--- config.mk ---
export PLATFORM = sky130hd
export DESIGN_NAME = rx_frame_buffer
export DESIGN_NICKNAME = d
export VERILOG_FILES = /design/src/rtl/rxb_pkg.sv /design/src/rtl/rxb_check.sv /design/src/rtl/rxb_ovr.sv /design/src/rtl/rxb_store.sv /design/src/rtl/rx_frame_buffer.sv
export SDC_FILE = /design/constraint.sdc
export NUM_CORES = 1
export LEC_CHECK = 0
export ABC_AREA = 1
export BUFFER_PORTS_ARGS = -buffer_cell sky130_fd_sc_hd__buf_2
export CORE_UTILIZATION = 56
export DETAILED_ROUTE_END_ITERATION = 10
export GPL_TIMING_DRIVEN = 0
export PLACE_DENSITY = 0.79
export SYNTH_ARGS = -nofsm -noshare
export SYNTH_HDL_FRONTEND = slang
export SYNTH_HIERARCHICAL = 1
export SYNTH_SLANG_ARGS = --single-unit
--- constraint.sdc ---
create_clock -name clk -period 2 [get_ports clk]
set_input_delay 0.4 -clock clk [delete_from_list [all_inputs] [get_ports clk]]
set_output_delay 0.4 -clock clk [all_outputs]
set_load 0.02 [all_outputs]
--- src/rtl/rxb_pkg.sv ---
package rxb_pkg;
  typedef struct packed {
    logic fe;
    logic dor;
    logic pe;
  } rx_flags_t;
endpackage

--- src/rtl/rxb_check.sv ---
module rxb_check #(
  parameter int DATA_W = 8
) (
  input  logic [DATA_W-1:0] data,
  input  logic              stop_bit,
  input  logic              par_bit,
  input  logic [1:0]        par_mode,
  output logic              fe,
  output logic              pe
);
  logic xsum;

  always_comb begin
    xsum = ^data;
    fe   = ~stop_bit;
    // bit1 enables checking, bit0 selects odd
    if (!par_mode[1])
      pe = 1'b0;
    else if (par_mode[0])
      pe = ~(xsum ^ par_bit);
    else
      pe = xsum ^ par_bit;
  end
endmodule

--- src/rtl/rxb_ovr.sv ---
module rxb_ovr (
  input  logic clk,
  input  logic rst_n,
  input  logic rx_en,
  input  logic in_valid,
  input  logic in_ready,
  input  logic start_seen,
  output logic ovr_pend
);
  always_ff @(posedge clk or negedge rst_n) begin
    if (!rst_n)
      ovr_pend <= 1'b0;
    else if (!rx_en)
      ovr_pend <= 1'b0;
    else if (in_valid && in_ready)
      ovr_pend <= 1'b0;
    else if (in_valid && !in_ready && start_seen)
      ovr_pend <= 1'b1;
  end


  ovr_clear_chk: assert property (@(posedge clk) disable iff (!rst_n)
    (rx_en && in_valid && in_ready) |=> !ovr_pend);
endmodule

--- src/rtl/rxb_store.sv ---
module rxb_store
  import rxb_pkg::*;
#(
  parameter int DATA_W = 8,
  parameter int DEPTH  = 2
) (
  input  logic              clk,
  input  logic              rst_n,
  input  logic              flush,
  input  logic              push,
  input  logic [DATA_W-1:0] push_data,
  input  rx_flags_t         push_flags,
  input  logic              pop,
  output logic [DATA_W-1:0] head_data,
  output rx_flags_t         head_flags,
  output logic              full,
  output logic              empty
);
  localparam int PW = (DEPTH > 1) ? $clog2(DEPTH) : 1;
  localparam int CW = $clog2(DEPTH + 1);
  localparam logic [PW-1:0] LAST = PW'(DEPTH - 1);
  localparam logic [CW-1:0] CMAX = CW'(DEPTH);

  logic [DATA_W-1:0] mem_d [DEPTH];
  rx_flags_t         mem_f [DEPTH];
  logic [PW-1:0]     wr_ptr, rd_ptr;
  logic [CW-1:0]     count;
  logic              do_push, do_pop;

  assign full    = (count == CMAX);
  assign empty   = (count == '0);
  assign do_push = push && !full;
  assign do_pop  = pop && !empty;

  genvar g;
  generate
    for (g = 0; g < DEPTH; g++) begin : g_slot
      always_ff @(posedge clk or negedge rst_n) begin
        if (!rst_n) begin
          mem_d[g] <= '0;
          mem_f[g] <= '0;
        end else if (do_push && wr_ptr == PW'(g)) begin
          mem_d[g] <= push_data;
          mem_f[g] <= push_flags;
        end
      end
    end
  endgenerate

  always_ff @(posedge clk or negedge rst_n) begin
    if (!rst_n) begin
      wr_ptr <= '0;
      rd_ptr <= '0;
      count  <= '0;
    end else if (flush) begin
      wr_ptr <= '0;
      rd_ptr <= '0;
      count  <= '0;
    end else begin
      if (do_push) wr_ptr <= (wr_ptr == LAST) ? '0 : wr_ptr + 1'b1;
      if (do_pop)  rd_ptr <= (rd_ptr == LAST) ? '0 : rd_ptr + 1'b1;
      if (do_push && !do_pop)      count <= count + 1'b1;
      else if (do_pop && !do_push) count <= count - 1'b1;
    end
  end

  assign head_data  = mem_d[rd_ptr];
  assign head_flags = mem_f[rd_ptr];


  cnt_bound_chk: assert property (@(posedge clk) disable iff (!rst_n)
    count <= CMAX);


  push_pop_hold_chk: assert property (@(posedge clk) disable iff (!rst_n)
    (!flush && do_push && do_pop) |=> count == $past(count));


  empty_pop_chk: assert property (@(posedge clk) disable iff (!rst_n)
    (!flush && !push && pop && empty) |=> empty && $stable(rd_ptr));
endmodule

--- src/rtl/rx_frame_buffer.sv ---
module rx_frame_buffer
  import rxb_pkg::*;
#(
  parameter int DATA_W = 8,
  parameter int DEPTH  = 2
) (
  input  logic              clk,
  input  logic              rst_n,
  input  logic              rx_en,
  input  logic              rxc_ie,
  input  logic [1:0]        par_mode,
  input  logic              fr_valid,
  output logic              fr_ready,
  input  logic [DATA_W-1:0] fr_data,
  input  logic              fr_stop,
  input  logic              fr_par,
  input  logic              start_seen,
  input  logic              rd_en,
  output logic [DATA_W-1:0] rd_data,
  output logic              rxc,
  output logic              irq,
  output logic              st_fe,
  output logic              st_dor,
  output logic              st_pe
);
  logic              full, empty, ovr_pend, push, pop, chk_fe, chk_pe;
  logic [DATA_W-1:0] head_data;
  rx_flags_t         head_flags, new_flags;

  assign fr_ready = rx_en && !full;
  assign push     = fr_valid && fr_ready;
  assign pop      = rd_en && rx_en;

  rxb_check #(.DATA_W(DATA_W)) u_check (
    .data(fr_data), .stop_bit(fr_stop), .par_bit(fr_par),
    .par_mode(par_mode), .fe(chk_fe), .pe(chk_pe)
  );

  rxb_ovr u_ovr (
    .clk(clk), .rst_n(rst_n), .rx_en(rx_en), .in_valid(fr_valid),
    .in_ready(fr_ready), .start_seen(start_seen), .ovr_pend(ovr_pend)
  );

  always_comb begin
    new_flags.fe  = chk_fe;
    new_flags.dor = ovr_pend;
    new_flags.pe  = chk_pe;
  end

  rxb_store #(.DATA_W(DATA_W), .DEPTH(DEPTH)) u_store (
    .clk(clk), .rst_n(rst_n), .flush(!rx_en), .push(push),
    .push_data(fr_data), .push_flags(new_flags), .pop(pop),
    .head_data(head_data), .head_flags(head_flags),
    .full(full), .empty(empty)
  );

  always_ff @(posedge clk or negedge rst_n) begin
    if (!rst_n)
      rd_data <= '0;
    else if (pop && !empty)
      rd_data <= head_data;
  end

  assign rxc    = !empty;
  assign irq    = rxc_ie && rxc;
  assign st_fe  = rxc && head_flags.fe;
  assign st_dor = rxc && head_flags.dor;
  assign st_pe  = rxc && head_flags.pe;


  flush_rxc_chk: assert property (@(posedge clk) disable iff (!rst_n)
    !rx_en |=> !rxc);


  idle_read_chk: assert property (@(posedge clk) disable iff (!rst_n)
    (rd_en && !rxc) |=> $stable(rd_data));


  irq_gate_chk: assert property (@(posedge clk) disable iff (!rst_n)
    irq |-> (rxc_ie && !empty));
endmodule

---- After elaboration in Yosys (flattened, before gate mapping) ----
Cells that the tools add are included.
Widths: inputs -> output; s select.
storage, ports and cells
  output and inout port bits .............. 14
  flip-flop bits (word level) ............. 35
cells by class
  bitwise operators ....................... 5
  reduce and logical (&&, ||, !) cells .... 22
  add/sub/neg operators ................... 4
  $lt $le $gt $ge ......................... 1
  muxes and demuxes ....................... 20
  eq/ne operators ......................... 5
operator list
  cell                 number
  $mux 8               3
  $logic_and 1x1->1    15
  $mux 1               11
  $mux 3               3
  $reduce_xor 8->1     1
  $mux 2               3
  $ne 3x1->1 const B   2
  $logic_not 1->1      5
  $ne 2x1->1 const B   2
  $not 1->1            3
  $add 1x1->1 const B  2
  $add 2x1->2 const B  1
  $eq 2x2->1 const B   1
  $ge 2x2->1 const B   1
  $logic_not 2->1      1
  $not 1->2            1
  $sub 2x1->2 const B  1
  $xor 1x1->1          1

---- Logic depth before layout (Yosys ltp) ----
Gate-level depths: netlist (run 1).
  word-level depth ........................ 10
  gate-level depth with buffers ........... 12

---- Hierarchy ----
The synthesis (run 1) kept the hierarchy.
modules (own cells, without submodules)
  module           seq. area each (um^2)  times used  cells an instance  area an instance (um^2)
  rxb_store        650.6                  1           155                1386.3
  rx_frame_buffer  200.2                  1           49                 410.4
  rxb_check        0.0                    1           33                 162.7
  rxb_ovr          25.0                   1           5                  41.3

---- Least setup slack after synthesis (run 1) ----
No wires, ideal clock.
  path type ............................... reg2out
  start ................................... register u_store.rd_ptr
  end ..................................... output st_dor
  arrival ................................. 1158 ps
  required time ........................... 1600 ps
  setup slack ............................. 442 ps
  stages on the path, launching flop included .. 7
  cell sequence ........................... dfrtp_1 > inv_1 > clkbuf_1 > nand2_1 > nand2_1 > inv_1 > nor2_1
RTL lines
  element                 line                   source
  from (decl)             rxb_store.sv:26        logic [PW-1:0] wr_ptr, rd_ptr;
  from (signal assigned)  rxb_store.sv:61        if (do_pop) rd_ptr <= (rd_ptr == LAST) ? '0 : rd_ptr + 1'b1;
  to (decl)               rx_frame_buffer.sv:23  output logic st_dor,

==> results.md, run 1 <==
* Worst EP required at 1.60 ns
* Max Cap Violations at 0
* CP Data Arrival Time at roughly 1.5 ns
* Cts repair resizes at 2
* Status: finished, final reports clean
* Type of the worst min-delay path: input pin to async pin
* Synthesized instance count at 242
* Wirelength per Cell at 11.0 um
* Reg2reg start: u_store/count[1]
* CTS tree: yes
* DIE AREA at 3820 um2
* IO buf count at 31
* Die height at 61.8 um
* Core Footprint at 3390 um2
* Post-route ant nets at 0
* Hold_ws at ~0.12 ns
* VDD IR max at 0.000497 V
* Via count of the routed design at 1,549
* Global-route wire length before repair at 5980 um
* Dominant cells by area after synthesis: dfrtp_1 44%, nand2_1 14%, o21ai_2 9.6%
* Pwr dens at 1220 nW/um2
* Setup TNS at 0 ns
* Clock Path Buffers at 2
* CTS Sinks at 35
* Top Ports at 33
* Synth Flop Type: dfrtp_1
* Tmin final at roughly 1.9 ns
* Filler cell count at 305
* Pre-CTS setup slack at 0.241 ns
* Pre-antenna DRT Iters at 4
* Hold buffers post-CTS at 0
* Initial antenna violation count at 0
* Largest family of logic cells by synthesized area: simple AND/OR/NAND/NOR gates
* Post-CTS setup buffer count at 0
* RSZ-0062 raised after global routing: false
* Congestion Overflow GR at 0
* Setup slack, reg-to-reg at between 0.2 and 0.3 ns
* # rows at 21
* Seq cells post-synth at 35
* Least-Margin Pin Slew at 0.748 ns
* Simple-Gate Fraction of Synth Area at 0.325
* Yosys warning total at 6
* Async SR Flop Fraction at 1.00
* Seq/Total Area, Yosys at 0.438
* Max-slew headroom at 0.501
* Final worst-path cycle share at 0.938
* Via count of the first global-routing pass at 1,362
* N_diodes at 0
* Share of cells above drive strength 1 at 0.389
* Syn Area/Cell at 8.27 um2
* Critical Path Fanout Max at 10
* Adder-cell share of the synthesized area at 0
* Critical path endpoint category: output pin
* Xor/xnor share of the synthesized area at 0.0131
* Synth Cell Area at 2000 um2
* Leading area contributor after synthesis: dfrtp_1
* Top-count cell post-synth: nand2_1
* Final hold vios at 0
* Detailed Place HPWL at 2670 um
* Initial core utilization at 0.590
* Vias per inst at 4.75
* GP Congestion at 0.740
* Reg clk slew, reported paths at 0.11 ns
* FF-to-FF End: u_store/mem_f[3]
* DRC Markers at 0
* Die X-Extent at 61.8 um
* H-tree levels at 2
* Total GRT Usage at 0.222
* Worst skew pair latency at ~0.33 ns
* Top cells by count, synth: 73 x nand2_1, 35 x dfrtp_1, 30 x inv_1
* Final setup violating endpoints at 0
* Syn_nets at 261
* Skew final at about 0.01 ns
* Post-Route WL at between 3000 and 4000 um
* Yosys cell types at 25
* DRT iter0 DRCs at 76
* Compound-Gate Fraction of Synth Area at 0.122
* Post-route setup slack at 0.124 ns
* Total power at 2790 uW
* Worst R2R Path Depth at 9
* Critical path class: flop to output pin
* Post-synthesis mux area share at 0
* CTS Root Cell: clkbuf_4
* Area share of the largest cell type after synthesis at 0.438
* P&R area growth vs syn at 14.4%
* Final Max Slew Viols at 0
* Achievable frequency at roughly 0.53 GHz
* Total CTS buffers at 5
* Largest net degree at the start of global routing at 36
* Nets@finish at 298
* Leak at 0.00125 uW
* CP startpoint kind: flop
* EDFF count, synth at 0
==> per-layer routing <==
layer / vias up / GRT usage / part of all wire
met3: 4 / 0.0559 / 0.040
met5: - / 0 / 0
li1: 821 / - / -
met2: 42 / 0.370 / 0.49
met4: 0 / 0.0762 / 0.014
met1: 682 / 0.282 / 0.46
==> power breakdown <==
group          switching [uW]  internal (uW)  total, uW
clock network             236            205        441
registers                 198           1010       1200
logic                     700            447       1150
==> per-stage QoR <==
stage	cell area (um2)	utilization	std cells
6_report	2290	0.676	326
5_1_grt	2290	0.676	326
4_1_cts	2290	0.674	326
3_5_place_dp	2210	0.653	319
3_3_place_gp	2210	0.653	319
2_1_floorplan	2000	-	242
==> layout make-up <==
type	count	area (um2)	share of cell area
clock inverters	1	7.51	0.00328
well taps	46	57.6	0.0251
plain buffers	7	66.3	0.0290
clock buffers	7	65.1	0.0284
multi-input cells	164	922	0.403
repair buffers	31	155	0.0678
inverters	35	140	0.0612
flip-flops and latches	35	876	0.383
==> worst max-delay path by stage <==
stage | from | to | depth (start not counted)
2_1_floorplan | u_store/rd_ptr | st_dor | 6
3_3_place_gp | u_store/rd_ptr | st_pe | 7
3_5_place_dp | rx_en | u_store/mem_f[3] | 10
4_1_cts | u_store/rd_ptr | st_pe | 6
5_1_grt | u_store/rd_ptr | st_pe | 6
6_report | u_store/rd_ptr | st_dor | 6
==> logic make-up after synthesis <==
family	after synthesis
simple gates	131
compound gates	30
buf+inv	43
flops	35
xor+xnor	3
==> flip-flops by register name, summed over array words and instances (netlist names) <==
register / flops
rd_data: 8
u_store/count: 2
u_store/mem_d: 16
u_store/rd_ptr: 1
u_ovr/ovr_pend: 1
u_store/mem_f: 6
u_store/wr_ptr: 1
==> worst max-delay path, stage by stage, from the launching register on <==
cell and delay (ns):
dfrtp_1 0.44, buf_2 0.26, nand2_1 0.08, nand2_1 0.08
inv_1 0.04, nor2_1 0.08, buf_2 0.17
==> placed cells by master, fill, tap and decap left out <==
cell type / instances
nand3_1: 7
clkinvlp_4: 2
o21ai_2: 22
a21oi_4: 1
nand2_4: 4
inv_1: 29
nand2_2: 24
buf_6: 5
o21ai_1: 3
inv_2: 3
inv_4: 2
o21ai_0: 2
a21oi_1: 2
clkbuf_4: 5
nor2_4: 1
xnor2_1: 2
buf_2: 33
nor3b_2: 1
nand3b_1: 1
nand3_4: 1
dfrtp_1: 35
nor2_2: 3
clkbuf_8: 2
nand4_1: 8
nand2_1: 73
nor2_1: 8
xor2_1: 1
No activity file was read; power rests on OpenSTA's default activity.
==> run 2, diff against run 1 <==
BUFFER_PORTS_ARGS = not set   (was -buffer_cell sky130_fd_sc_hd__buf_2)
CORE_UTILIZATION = 59   (was 56)
DONT_BUFFER_PORTS = 1   (was not set)
PLACE_DENSITY = 0.75   (was 0.79)
==> run 2 against run 1 <==
Power up 0.15%. Via count down 5.5%. Sequential cell count unchanged. Non-clock buffer count down 29. Critical path depth down 1. First-iteration DRC count down 11%. Clock-buffer cell count down 1. Sequential share of layout area up 1.9 points. Clock power up 21%. Sequential power up 8%. Fmax up 2.8%. Combinational power down 16%. Critical path type unchanged. Largest power group unchanged. Highest routed layer unchanged.
==> results.md, run 2 (synthesis results as in run 1) <==
* Status: finished, final reports clean (unchanged)
* Via count of the first global-routing pass at 1,485 (was 1,362)
* Core Footprint at 3130 um2 (was 3390 um2)
* Post-CTS setup buffer count at 0 (unchanged)
* Skew final at 0.0112 ns (was 0.0102 ns)
* Crit-path max cell delay at 0.42 ns (was 0.44 ns)
* Reg clk slew, reported paths at 0.11 ns (about the same)
* Setup TNS at 0 ns (unchanged)
* Initial core utilization at 0.640 (was 0.590)
* Hold_ws at 0.167 ns (was 0.118 ns)
* Crit. Startpoint: u_store/rd_ptr (unchanged)
* Final worst-path cycle share at 0.912 (was 0.938)
* Final setup violating endpoints at 0 (unchanged)
* Pwr dens at 1280 nW/um2 (was 1220 nW/um2)
* Critical path endpoint category: output pin (unchanged)
* Post-Route WL at 3720 um (was 3590 um)
* DRT iter0 DRCs at 68 (was 76)
* Die X-Extent at 60.2 um (was 61.8 um)
* Max-slew headroom at 0.713 (was 0.501)
* Global-route wire length before repair at 6300 um (was 5980 um)
* Ordered cell list for the critical path: clkbuf_2 -> nand2_1 -> nand2_1 -> inv_1 -> nor2_2 (was buf_2 -> nand2_1 -> nand2_1 -> inv_1 -> nor2_1 -> buf_2)
* CTS Root Cell: clkbuf_4 (unchanged)
* Type of the worst min-delay path: input pin to flop (was input pin to async pin)
* CP startpoint kind: flop (unchanged)
* Worst skew pair latency at 0.34 ns (was 0.33 ns)
* CTS tree: yes (unchanged)
* P&R area growth vs syn at 9.13% (was 14.4%)
* Bufs and invs on worst path at 2 (was 3)
* Worst EP required at 1.60 ns (about the same)
* Most frequent cells in the layout: 73 x nand2_1, 35 x dfrtp_1, 29 x inv_1 (was 73 x nand2_1, 35 x dfrtp_1, 33 x buf_2)
* GP Congestion at 0.773 (was 0.740)
* Clock Path Buffers at 2 (unchanged)
* Critical Path Fanout Max at 10 (unchanged)
* Worst R2R Path Depth at 9 (unchanged)
* N_diodes at 0 (unchanged)
* Reg2reg start: u_store/count[1] (unchanged)
* Total CTS buffers at 5 (unchanged)
* Pre-antenna DRT Iters at 4 (unchanged)
* Wirelength per Cell at 12.6 um (was 11.0 um)
* Tmin final at 1.82 ns (was 1.88 ns)
* FF-to-FF End: u_store/mem_d[8] (was u_store/mem_f[3])
* Largest register FFs at 16 (unchanged)
* Commonest non-fill, non-tap cell in the layout: nand2_1 (unchanged)
* Largest net degree at the start of global routing at 36 (unchanged)
* Least-Margin Pin Slew at 0.429 ns (was 0.748 ns)
* Hold_sp: rx_en
* # rows at 20 (was 21)
* Final Max Slew Viols at 0 (unchanged)
* Total GRT Usage at 0.241 (was 0.222)
* DIE AREA at 3630 um2 (was 3820 um2)
* Nets@finish at 269 (was 298)
* Leak at 0.00114 uW (was 0.00125 uW)
* IO buf count at 0 (was 31)
* CP Data Arrival Time at 1.42 ns (was 1.48 ns)
* Top Ports at 33 (unchanged)
* Setup slack, reg-to-reg at 0.30 ns (was 0.29 ns)
* CP most frequent cell: nand2_1
* Share of cells above drive strength 1 at 0.327 (was 0.389)
* Congestion Overflow GR at 0 (unchanged)
* Vias per inst at 4.96 (was 4.75)
* H-tree levels at 2 (unchanged)
* Final hold vios at 0 (unchanged)
* Critical path class: flop to output pin (unchanged)
* Reg with most FFs: u_store/mem_d (unchanged)
* Post-route ant nets at 0 (unchanged)
* CTS Sinks at 35 (unchanged)
* VDD IR max at 0.000517 V (was 0.000497 V)
* CP top delay family: flip-flops (was buffers and inverters)
* Detailed Place HPWL at 2650 um (was 2670 um)
* Max Cap Violations at 0 (unchanged)
* DRC Markers at 0 (unchanged)
* Achievable frequency at 0.548 GHz (was 0.533 GHz)
* Filler cell count at 267 (was 305)
* RSZ-0062 raised after global routing: false (unchanged)
* Die height at 60.2 um (was 61.8 um)
* Largest regs: u_store/mem_d: 16 flops, rd_data: 8 flops, u_store/mem_f: 6 flops (unchanged)
* Via count of the routed design at 1,464 (was 1,549)
* Hold Path Cell Cnt at 2
* Master of the slowest instance on the critical path: dfrtp_1 (unchanged)
* Hold Path End: u_ovr/ovr_pend
* Initial antenna violation count at 0 (unchanged)
## run 2: cell count changes in the layout (fill, tap and decap cells not counted)
| cell | change |
|---|---|
| buf_12 | +1 |
| buf_2 | -32 |
| bufinv_16 | +1 |
| clkbuf_2 | +1 |
| clkbuf_8 | -1 |
| clkinv_2 | +1 |
| clkinvlp_4 | -1 |
| dlygate4sd3_1 | +1 |
| nor2_1 | -3 |
| nor2_2 | +3 |
## run 2: cell type report
type                    count  area [um2]  area share
clock inverters             2        35.0      0.0160
multi-input cells         164         930       0.426
well taps                  44        55.1      0.0252
plain buffers               7        66.3      0.0304
flip-flops and latches     35         876       0.401
clock buffers               6        51.3      0.0235
inverters                  35         140      0.0642
repair buffers              2        30.0      0.0138
## run 2: worst max-delay path by stage
stage / to / cells after the start
4_1_cts: st_pe / 2
3_3_place_gp: st_pe / 6
6_report: st_dor / 5
2_1_floorplan: st_dor / 6
5_1_grt: st_pe / 5
3_5_place_dp: st_pe / 6
## run 2: metal layers
metal / vias to the layer above / share of wire / GRT usage
li1: 763 / - / -
met1: 651 / 0.47 / 0.274
met2: 44 / 0.47 / 0.424
met3: 6 / 0.049 / 0.0628
met4: 0 / 0.015 / 0.0997
met5: - / 0 / 0
## run 2: where the power goes
part           switching (uW)  leakage (uW)  internal [uW]
Sequential                296      0.000449           1010
Combinational             590      0.000646            373
Clock                     237     0.0000482            295
Total                    1120       0.00114           1670
## run 2: what timing repair did
| item | 4_1_cts | 5_1_grt |
|---|---|---|
| gates resized for setup | 2 | 4 |
| hold buffers | 2 | 0 |
| endpoints found under the setup margin | 3 | 4 |
| endpoints found under the hold margin | 35 | 0 |
## run 2: metrics by stage
step / worst slack (ns) / cells / instance area [um2] / utilization / power [uW]
3_3_place_gp: 0.150 / 286 / 2060 / 0.657 / 2210
4_1_cts: 0.0295 / 295 / 2170 / 0.695 / 2810
6_report: 0.175 / 295 / 2180 / 0.698 / 2800
2_1_floorplan: 0.442 / 242 / 2000 / - / 2070
5_1_grt: 0.0694 / 295 / 2180 / 0.698 / 3020
3_5_place_dp: 0.145 / 286 / 2060 / 0.657 / 2250
